## src/rtl/lvs_pkg.sv

```systemverilog
package lvs_pkg;
  localparam int unsigned LD_WAYS  = 4;
  localparam int unsigned LD_IDX_W = 2;
  localparam int unsigned LD_REG_W = 32;
  localparam int unsigned LFSR_W   = 16;
  localparam logic [LFSR_W-1:0] LFSR_SEED = 16'hACE1;

  typedef logic [LD_WAYS-1:0]  lock_vec_t;
  typedef logic [LD_IDX_W-1:0] way_idx_t;

  // Permission check for one lockdown register access
  function automatic logic access_ok(input logic priv, input logic nonsec,
                                     input logic ns_en);
    return priv && (!nonsec || ns_en);
  endfunction

  // First unlocked way at or above start (wrapping); way 0 when none is free
  function automatic way_idx_t scan_unlocked(input way_idx_t start,
                                             input lock_vec_t mask);
    way_idx_t res;
    logic     found;
    res   = '0;
    found = 1'b0;
    for (int i = 0; i < LD_WAYS; i++) begin
      way_idx_t cand;
      cand = start + way_idx_t'(i);
      if (!found && !mask[cand]) begin
        res   = cand;
        found = 1'b1;
      end
    end
    return res;
  endfunction

  // Left-shift LFSR step, taps 15,13,12,10
  function automatic logic [LFSR_W-1:0] lfsr_next(input logic [LFSR_W-1:0] s);
    return {s[LFSR_W-2:0], s[15] ^ s[13] ^ s[12] ^ s[10]};
  endfunction
endpackage

```

## src/rtl/lvs_reg_port.sv

```systemverilog
module lvs_reg_port
  import lvs_pkg::*;
(
  input  logic                clk,
  input  logic                rst_n,
  input  logic                reg_en,
  input  logic                reg_we,
  input  logic                ctx_priv,
  input  logic                ctx_nonsecure,
  input  logic                ns_lock_en,
  input  lock_vec_t           lock_mask,
  output logic                acc_ok,
  output logic                wr_commit,
  output logic                rsp_valid,
  output logic                rsp_fault,
  output logic [LD_REG_W-1:0] rsp_rdata
);
  localparam int unsigned PAD_W = LD_REG_W - LD_WAYS;

  assign acc_ok    = access_ok(ctx_priv, ctx_nonsecure, ns_lock_en);
  assign wr_commit = reg_en && reg_we && acc_ok;

  always_ff @(posedge clk) begin
    if (!rst_n) begin
      rsp_valid <= 1'b0;
      rsp_fault <= 1'b0;
      rsp_rdata <= '0;
    end else begin
      rsp_valid <= reg_en;
      rsp_fault <= reg_en && !acc_ok;
      if (reg_en && !reg_we && acc_ok)
        rsp_rdata <= {{PAD_W{1'b1}}, lock_mask};
      else
        rsp_rdata <= '0;
    end
  end
endmodule

```

## src/rtl/lvs_lock_reg.sv

```systemverilog
module lvs_lock_reg
  import lvs_pkg::*;
#(
  parameter int unsigned NUM_WAYS = LD_WAYS
) (
  input  logic      clk,
  input  logic      rst_n,
  input  logic      wr_commit,
  input  lock_vec_t wr_bits,
  output lock_vec_t lock_mask
);
  for (genvar g = 0; g < LD_WAYS; g++) begin : g_way
    if (g < NUM_WAYS) begin : g_impl
      logic bit_q;
      always_ff @(posedge clk) begin
        if (!rst_n)         bit_q <= 1'b0;
        else if (wr_commit) bit_q <= wr_bits[g];
      end
      assign lock_mask[g] = bit_q;
    end else begin : g_absent
      assign lock_mask[g] = 1'b1;
    end
  end
endmodule

```

## src/rtl/lvs_lfsr.sv

```systemverilog
module lvs_lfsr
  import lvs_pkg::*;
#(
  parameter logic [LFSR_W-1:0] SEED = LFSR_SEED
) (
  input  logic              clk,
  input  logic              rst_n,
  output logic [LFSR_W-1:0] state
);
  always_ff @(posedge clk) begin
    if (!rst_n) state <= SEED;
    else        state <= lfsr_next(state);
  end
endmodule

```

## src/rtl/lvs_victim_pick.sv

```systemverilog
module lvs_victim_pick
  import lvs_pkg::*;
(
  input  lock_vec_t lock_mask,
  input  logic      policy_rr,
  input  way_idx_t  rr_last,
  input  way_idx_t  rnd_start,
  output way_idx_t  pick,
  output logic      all_locked
);
  way_idx_t start;
  assign start      = policy_rr ? (rr_last + way_idx_t'(1)) : rnd_start;
  assign all_locked = &lock_mask;
  assign pick       = all_locked ? '0 : scan_unlocked(start, lock_mask);
endmodule

```

## src/rtl/lockdown_victim_sel.sv

```systemverilog
module lockdown_victim_sel
  import lvs_pkg::*;
#(
  parameter int unsigned NUM_WAYS = 4
) (
  input  logic        clk,
  input  logic        rst_n,
  input  logic        reg_en,
  input  logic        reg_we,
  input  logic [31:0] reg_wdata,
  input  logic        ctx_priv,
  input  logic        ctx_nonsecure,
  input  logic        ns_lock_en,
  output logic        reg_rsp_valid,
  output logic        reg_rsp_fault,
  output logic [31:0] reg_rdata,
  input  logic        fill_req,
  input  logic        policy_rr,
  output logic        victim_valid,
  output logic [1:0]  victim_way
);
  // Named internal events, observed by the bound checker
  lock_vec_t         lock_mask;
  logic              acc_ok;
  logic              wr_commit;
  logic              all_locked;
  way_idx_t          pick;
  way_idx_t          rr_last;
  logic [LFSR_W-1:0] lfsr_q;
  logic              unused_wdata_hi;

  // Bits above the lock field have no function
  assign unused_wdata_hi = ^reg_wdata[LD_REG_W-1:LD_WAYS];

  lvs_reg_port u_port (
    .clk(clk), .rst_n(rst_n), .reg_en(reg_en), .reg_we(reg_we),
    .ctx_priv(ctx_priv), .ctx_nonsecure(ctx_nonsecure), .ns_lock_en(ns_lock_en),
    .lock_mask(lock_mask), .acc_ok(acc_ok), .wr_commit(wr_commit),
    .rsp_valid(reg_rsp_valid), .rsp_fault(reg_rsp_fault), .rsp_rdata(reg_rdata)
  );

  lvs_lock_reg #(.NUM_WAYS(NUM_WAYS)) u_lock (
    .clk(clk), .rst_n(rst_n), .wr_commit(wr_commit),
    .wr_bits(reg_wdata[LD_WAYS-1:0]), .lock_mask(lock_mask)
  );

  lvs_lfsr #(.SEED(LFSR_SEED)) u_lfsr (
    .clk(clk), .rst_n(rst_n), .state(lfsr_q)
  );

  lvs_victim_pick u_pick (
    .lock_mask(lock_mask), .policy_rr(policy_rr), .rr_last(rr_last),
    .rnd_start(lfsr_q[LD_IDX_W-1:0]), .pick(pick), .all_locked(all_locked)
  );

  always_ff @(posedge clk) begin
    if (!rst_n) begin
      rr_last      <= way_idx_t'(LD_WAYS - 1);
      victim_valid <= 1'b0;
      victim_way   <= '0;
    end else begin
      victim_valid <= fill_req;
      if (fill_req) victim_way <= pick;
      if (fill_req && policy_rr) rr_last <= pick;
    end
  end
endmodule

```

## config.mk

```make
export PLATFORM = sky130hd
export DESIGN_NAME = lockdown_victim_sel
export DESIGN_NICKNAME = d
export VERILOG_FILES = /design/src/rtl/lvs_pkg.sv /design/src/rtl/lvs_reg_port.sv /design/src/rtl/lvs_lock_reg.sv /design/src/rtl/lvs_lfsr.sv /design/src/rtl/lvs_victim_pick.sv /design/src/rtl/lockdown_victim_sel.sv
export SDC_FILE = /design/constraint.sdc
export NUM_CORES = 1
export LEC_CHECK = 0
export BUFFER_PORTS_ARGS = -buffer_cell sky130_fd_sc_hd__buf_2
export CORE_ASPECT_RATIO = 0.6
export CORE_MARGIN = 2
export CORE_UTILIZATION = 35
export CTS_CLUSTER_DIAMETER = 60
export DETAILED_ROUTE_END_ITERATION = 6
export PLACE_DENSITY = 0.66
export SYNTH_ARGS = -nofsm -noshare
export SYNTH_HDL_FRONTEND = slang
export SYNTH_SLANG_ARGS = --single-unit
```

## constraint.sdc

```tcl
create_clock -name clk -period 1.6 [get_ports clk]
set_input_delay 0.4 -clock clk [delete_from_list [all_inputs] [get_ports clk]]
set_output_delay 0.4 -clock clk [all_outputs]
set_load 0.01 [all_outputs]
```

==> results of run 1 <==
## registers in the layout, summed over array words and instances, names as in the netlist
| register | count |
|---|---|
| u_port.rsp_fault | 1 |
| victim_way | 2 |
| u_port.rsp_rdata | 5 |
| rr_last | 2 |
| u_port.rsp_valid | 1 |
| victim_valid | 1 |
| u_lock.g_way.g_impl.bit_q | 4 |
| u_lfsr.state | 16 |
## routing by layer
metal	vias to the layer above	global-route usage	routed length, um
met5	-	0	0
met3	8	0.0484	118
li1	508	-	-
met1	406	0.156	1250
met2	16	0.159	1120
met4	0	0.0873	68
## synthesized netlist by cell type, types with 2 or more instances
cell type | n | area, um2
a21oi_1 | 2 | 10.0
and2_1 | 12 | 75.1
buf_4 | 27 | 203
clkbuf_1 | 2 | 7.51
dfxtp_1 | 32 | 641
inv_1 | 7 | 26.3
mux2i_1 | 4 | 40.0
nand2_1 | 6 | 22.5
nand2b_1 | 7 | 43.8
nand3_1 | 2 | 10.0
nand3b_1 | 2 | 15.0
nor2b_1 | 7 | 43.8
nor3_1 | 3 | 15.0
nor4_1 | 3 | 18.8
o21ai_0 | 4 | 20.0
o31ai_1 | 2 | 15.0
xor2_1 | 3 | 26.3
## cells in the final DEF, fill, tap and decap left out, types with 2 or more instances in the layout
cell type  count
nand2_1        6
nor3_1         3
nand3_1        2
nor2b_1        7
xor2_1         3
clkbuf_8       5
o31ai_1        2
nand2b_1       7
dfxtp_1       32
and2_1        12
o21ai_0        4
mux2i_1        4
nand3b_1       2
buf_2         49
nor4_1         3
inv_1          7
buf_4          4
a21oi_1        2
## final timing paths
kind                                            end  cells past startpoint
worst max-delay path                     rr_last[0]                      4
worst min-delay path            u_port.rsp_rdata[1]                      2
worst max register to register           rr_last[0]                      4
worst min register to register      u_lfsr.state[7]                      1
## power breakdown
group	total [mW]	internal [mW]	leakage, nW	switching (mW)
clock	0.576	0.295	0.0410	0.282
combinational	0.195	0.0950	0.495	0.0999
sequential	0.877	0.844	0.264	0.0329
## area by class of cell
type                            count  area, um2
Clock buffer                        6       72.6
Clock inverter                      1       5.00
Fill cell                         363       2160
Inverter                            7       26.3
Multi-Input combinational cell     73        508
Sequential cell                    32        641
Tap cell                           47       58.8
Timing Repair Buffer               53        275
## stage by stage
step | std cells | TNS, ns | area (um2)
after floorplan | 142 | 0 | 1400
after global placement | 212 | 0 | 1510
after detailed placement | 212 | -0.00328 | 1510
after CTS | 219 | 0 | 1590
after global routing | 219 | 0 | 1590
final | 219 | 0 | 1590
## logic make-up after synthesis
family                 count (synthesis)  synth area share
AND/OR/NAND/NOR                       49             0.217
flip-flops                            32             0.459
AO/OA/AOI/OAI                         16            0.0932
XOR/XNOR                               4            0.0251
multiplexers                           4            0.0287
buffers and inverters                 37             0.177
==> results.md, run 1 <==
- Min-Delay Path Class: in -> reg
- Crit Path Category: reg -> reg
- Worst skew pair latency: roughly 0.28 ns
- Core Box Area: 3740 um2
- Cells after Synth: between 100 and 150
- TritonCTS clock tree: built
- Worst Hold Slack: between 0.3 and 0.4 ns
- Worst-path cell chain: xor2_1 > or4_1 > nand4b_2 > o311ai_2
- Skew final: around 0.0055 ns
- #FFs+latches synth: 32
- GRT Total Usage: 0.120
- Ports: about 80
- Setup violations, final: 0
- Max rail drop VDD: about 530 uV
- Relative slew slack: 0.751
- Worst Path Buf+Inv: 0
- Post-synth ARST share: 0
- Worst-path fanout max: 7
- Grt total ovfl: 0
- Ys Warns: 0
- Final design utilization: 0.424
- Initial antenna violation count: 0
- Run status: completed
- Syn Nets: about 180
- Final worst slack: between 0.15 and 0.2 ns
- TritonRoute pass-1 iters: 4
- Pwr Density: 1040 nW/um2
- Initial Util: 0.373
- TritonCTS buffer count: 5
- Seq/Total Area, Yosys: 0.459
- First-pass GRT wire length: roughly 4000 um
- Clock buffer depth: 2
- Number of synthesized flops with an enable pin: 0
- Post-Route WL: around 2600 um
- Startpoint types: register
- Share of layout cells above drive strength 1: 0.366
- CP endpoint kind: register
- Fmax: roughly 710 MHz
- Die width: between 80 and 90 um
- Setup Fix Bufs, Post-CTS: 0
- Die H: between 50 and 60 um
- Post-DR vias/cell: about 4.3
- Drt wl/cell: ~12 um
- RSZ-0062 raised after global routing: false
- Post-Syn Area: around 1400 um2
- Fin crit period: between 1 and 1.5 ns
- DRT antenna net count: 0
- Worst Tran Pin Value: roughly 0.37 ns
- Worst EP required: about 1.8 ns
- Vias post-DR: 938
- Slowest cell on the critical path: dfxtp_1
- Netlist cell types: 34
- Total power: around 1.6 mW
- Worst reg2reg startpoint: rr_last[0]
- P&R area growth vs syn: 13.6%
- Main flop type after synthesis: dfxtp_1
- Max cap viols: 0
- Cell Rows: 17
- Post-DP HPWL: 1840 um
- Max H-tree Level: 2
- Clk pin slew, worst setup/hold paths: approximately 0.06 ns
- Gp weighted congestion: just over 0.8
- Final worst-path cycle share: 0.878
- PortBufs: 49
- NumNets Final: around 210
- CTS sink cnt: 32
- Largest net degree at the start of global routing: 29
- Hold_buf cts: 0
- Vias in the first global route: roughly 840
- Worst hold start: reg_we
- CP top delay family: simple AND/OR/NAND/NOR gates
- Final Hold Fails: 0
- Worst EP arrival: 1.56 ns
- Leakage: approximately 0.8 nW
- Diode count: 0
- DIE AREA: between 4000 and 5000 um2
- Syn_area_per_cell: between 9 and 10 um2
- Max Slew Vio Count: 0
- CP startpoint: rr_last[0]
- Clk root buf: clkbuf_8
- Pre-CTS setup slack: -0.00328 ns
- Post-CTS resize count: 0
- First DRT Iteration DRCs: 60
- Internal reg-to-reg setup slack: about 0.19 ns
- Residual DRC count: 0
- Critical Path Max Stage Delay: about 0.46 ns
Note: power is estimated with default switching activity, not from simulation.
==> run 2: changes to the inputs <==
--- a/config.mk
+++ b/config.mk
@@ -5,13 +5,13 @@
 export SDC_FILE = /design/constraint.sdc
 export NUM_CORES = 1
 export LEC_CHECK = 0
+export ABC_AREA = 1
 export BUFFER_PORTS_ARGS = -buffer_cell sky130_fd_sc_hd__buf_2
 export CORE_ASPECT_RATIO = 0.6
 export CORE_MARGIN = 2
 export CORE_UTILIZATION = 35
 export CTS_CLUSTER_DIAMETER = 60
 export DETAILED_ROUTE_END_ITERATION = 6
-export PLACE_DENSITY = 0.66
 export SYNTH_ARGS = -nofsm -noshare
 export SYNTH_HDL_FRONTEND = slang
 export SYNTH_SLANG_ARGS = --single-unit
==> run 2 against run 1 <==
- non-clock buffer count up 12
- clock skew about the same
- synthesized cell count up 37%
- die area up 5.8%
- power up 23%
- combinational power rose to 3.0 times the previous value
==> results.md, run 2 <==
- DIE AREA: 4790 um2
- Syn_area_per_cell: between 7 and 8 um2
- Vias post-DR: approximately 1,200
- TritonCTS clock tree: built
- Largest register FFs: 16
- Share of layout cells above drive strength 1: 0.570
- Ports: a little under 80
- Pre-CTS setup slack: -0.256 ns
- Worst reg2reg startpoint: rr_last[0]
- Most common cell on crit path: nand2_2
- Final worst slack: about 0.007 ns
- Largest regs: u_lfsr.state (16), u_port.rsp_rdata (5), u_lock.g_way.g_impl.bit_q (4)
- Post-synth ARST share: 0
- Clock buffer depth: 2
- Worst skew pair latency: about 0.28 ns
- Fill cell count: 400
- Met1 WL: 1520 um
- Register area: ~640 um2
- Grt total ovfl: 0
- Skew final: between 0.005 and 0.006 ns
- Residual DRC count: 0
- Final worst-path cycle share: 0.996
- TritonCTS buffer count: 5
- Area leader, netlist: dfxtp_1
- Gp weighted congestion: around 0.78
- DRT antenna net count: 0
- Post-route cell area: between 2000 and 2500 um2
- Max Slew Vio Count: 0
- Final Hold Fails: 0
- Post-Syn Area: approximately 1500 um2
- Worst hold start: reg_we
- Max cap viols: 0
- Dpl cell area: roughly 1700 um2
- Worst EP arrival: 1.81 ns
- Worst R2R End: victim_way[1]
- Relative slew slack: 0.776
- Core Box Area: around 4100 um2
- RSZ-0062 raised after global routing: true
- Sum Neg Setup Slack: 0 ns
- Drt wl/cell: roughly 11 um
- Worst-path fanout max: 7
- Fmax: approximately 630 MHz
- Pwr Density: around 970 nW/um2
- TritonRoute pass-1 iters: 4
- CP top delay family: simple AND/OR/NAND/NOR gates
- Met3 WL: between 150 and 200 um
- Diode count: 0
- CP endpoint kind: register
- Ys Warns: 0
- Startpoint types: register
- Commonest non-fill, non-tap cell in the layout: buf_2
- Synth top area share: 0.432
- GRT Total Usage: 0.127
- Post-Route WL: 3160 um
- Most flops, register: u_lfsr.state
- Min-Delay Path Class: in -> reg
- Die H: between 50 and 60 um
- Most frequent cells in the layout: 49 x buf_2, 29 x dfxtp_1, 22 x nand2_1, 22 x inv_1, 12 x nand2_2
- Worst Path Buf+Inv: 2
- Post-DR vias/cell: 4.11
- Slowest cell on the critical path: dfxtp_2
- Number of synthesized flops with an enable pin: 0
- Largest net degree at the start of global routing: 29
- Hold path depth: 2
- Netlist cell types: 22
- Main flop type after synthesis: dfxtp_1
- #FFs+latches synth: 32
- Max H-tree Level: 2
- Cells after Synth: 195
- Run status: completed
- P&R area growth vs syn: 41.2%
- CTS sink cnt: 32
- First-pass GRT wire length: approximately 4400 um
- Worst Tran Pin Value: roughly 0.34 ns
- Leakage: around 1.1 nW
- Cell Rows: 18
- Seq/Total Area, Yosys: 0.432
- Most frequent cell after synthesis: nand2_1
- Worst EP required: 1.81 ns
- Clk pin slew, worst setup/hold paths: 0.07 ns
- Top cells by area, synth: dfxtp_1 43%, buf_4 14%, nand2_1 10%
- First DRT Iteration DRCs: 22
- Die width: 88.0 um
- Area of the multi-input gates: between 700 and 800 um2
- Internal reg-to-reg setup slack: 0.007 ns
- Met2 Wirelength: 1450 um
- Vias in the first global route: between 900 and 1,000
- Clk root buf: clkbuf_8
- Crit Path Category: reg -> reg
- Initial Util: 0.362
- Commonest cells post-synth: 40 x nand2_1, 32 x dfxtp_1, 27 x buf_4, 25 x inv_1
- Hold Path End: u_port.rsp_rdata[30]
- Hold_buf cts: 0
- Syn Nets: ~240
- Setup violations, final: 0
- PortBufs: 49
- Fin crit period: 1.59 ns
- Worst reg2reg path depth: 13
- Top Metal Used: met4
- Initial antenna violation count: 0
- Post-DP HPWL: 2030 um
- Critical Path Max Stage Delay: 0.36 ns
- NumNets Final: roughly 280
- Worst-path cell chain: nand2_2 > o21ai_4 > buf_12 > nand2_2 > o21ai_4 > inv_2 > nand2_2 > nand2_4 > nor2_4 > nand2_2 > nand3_2 > nand2_4 > a21oi_2
- Max rail drop VDD: around 340 uV
run 2: how the worst max path moves through the flow:
| stage | endpoint | slack (ns) | startpoint | cells past startpoint |
|---|---|---|---|---|
| after detailed placement | victim_way[0] | -0.26 | policy_rr | 14 |
| after CTS | victim_way[1] | 0.0003 | u_lfsr.state[0] | 11 |
| final | victim_way[1] | 0.007 | rr_last[0] | 13 |
| after global routing | victim_way[1] | -0.07 | rr_last[0] | 13 |
| after floorplan | victim_way[0] | 0.04 | policy_rr | 11 |
| after global placement | victim_way[0] | -0.25 | policy_rr | 14 |
run 2: worst reg2reg max path, stage by stage (launching register included):
cell     delay [ns]
dfxtp_2        0.36
nand2_2        0.07
o21ai_4        0.09
buf_12         0.17
nand2_2        0.07
o21ai_4        0.10
inv_2          0.06
nand2_2        0.08
nand2_4        0.06
nor2_4         0.12
nand2_2        0.07
nand3_2        0.09
nand2_4        0.07
a21oi_2        0.13
run 2: routing by layer:
metal / up-vias / global-route usage
li1: 662 / -
met1: 537 / 0.166
met2: 16 / 0.182
met3: 6 / 0.0543
met4: 0 / 0.0606
met5: - / 0
run 2: repair_timing:
| action | 4_1_cts | 5_1_grt |
|---|---|---|
| endpoints found under the setup margin | 4 | 4 |
| pin swaps | 2 | 24 |
| endpoints found under the hold margin | 0 | 0 |
| cloned | 1 | 0 |
| buffers inserted | 4 | 0 |
| resized for setup | 12 | 69 |
run 2: cell type report:
class                           instances  area share
Multi-Input combinational cell        108       0.377
Sequential cell                        32       0.308
Timing Repair Buffer                   65       0.195
Inverter                               25      0.0472
Tap cell                               60      0.0359
Clock buffer                            6      0.0347
Clock inverter                          1     0.00239
run 2: metrics by stage:
stage / hold slack [ns] / power, mW / instances / utilization
after global routing: 0.321 / 2.14 / 297 / 0.511
final: 0.323 / 2.03 / 297 / 0.511
after CTS: 0.313 / 1.89 / 298 / 0.456
after global placement: 0.395 / 1.24 / 286 / 0.411
after floorplan: 0.390 / 1.13 / 195 / -
after detailed placement: 0.397 / 1.24 / 286 / 0.411
run 2: kinds of logic (layout without fill, tap and decap cells):
group,after synthesis,in the layout,share of synthesized area
XOR/XNOR,2,2,0.0118
AND/OR/NAND/NOR,83,83,0.256
AO/OA/AOI/OAI,23,23,0.0878
flip-flops,32,32,0.432
buffers and inverters,55,97,0.213
run 2: power by group:
group / total [mW] / switching [mW] / internal, mW
clock: 0.575 / 0.280 / 0.295
sequential: 0.868 / 0.0221 / 0.846
combinational: 0.582 / 0.327 / 0.255
total: 2.03 / 0.629 / 1.40
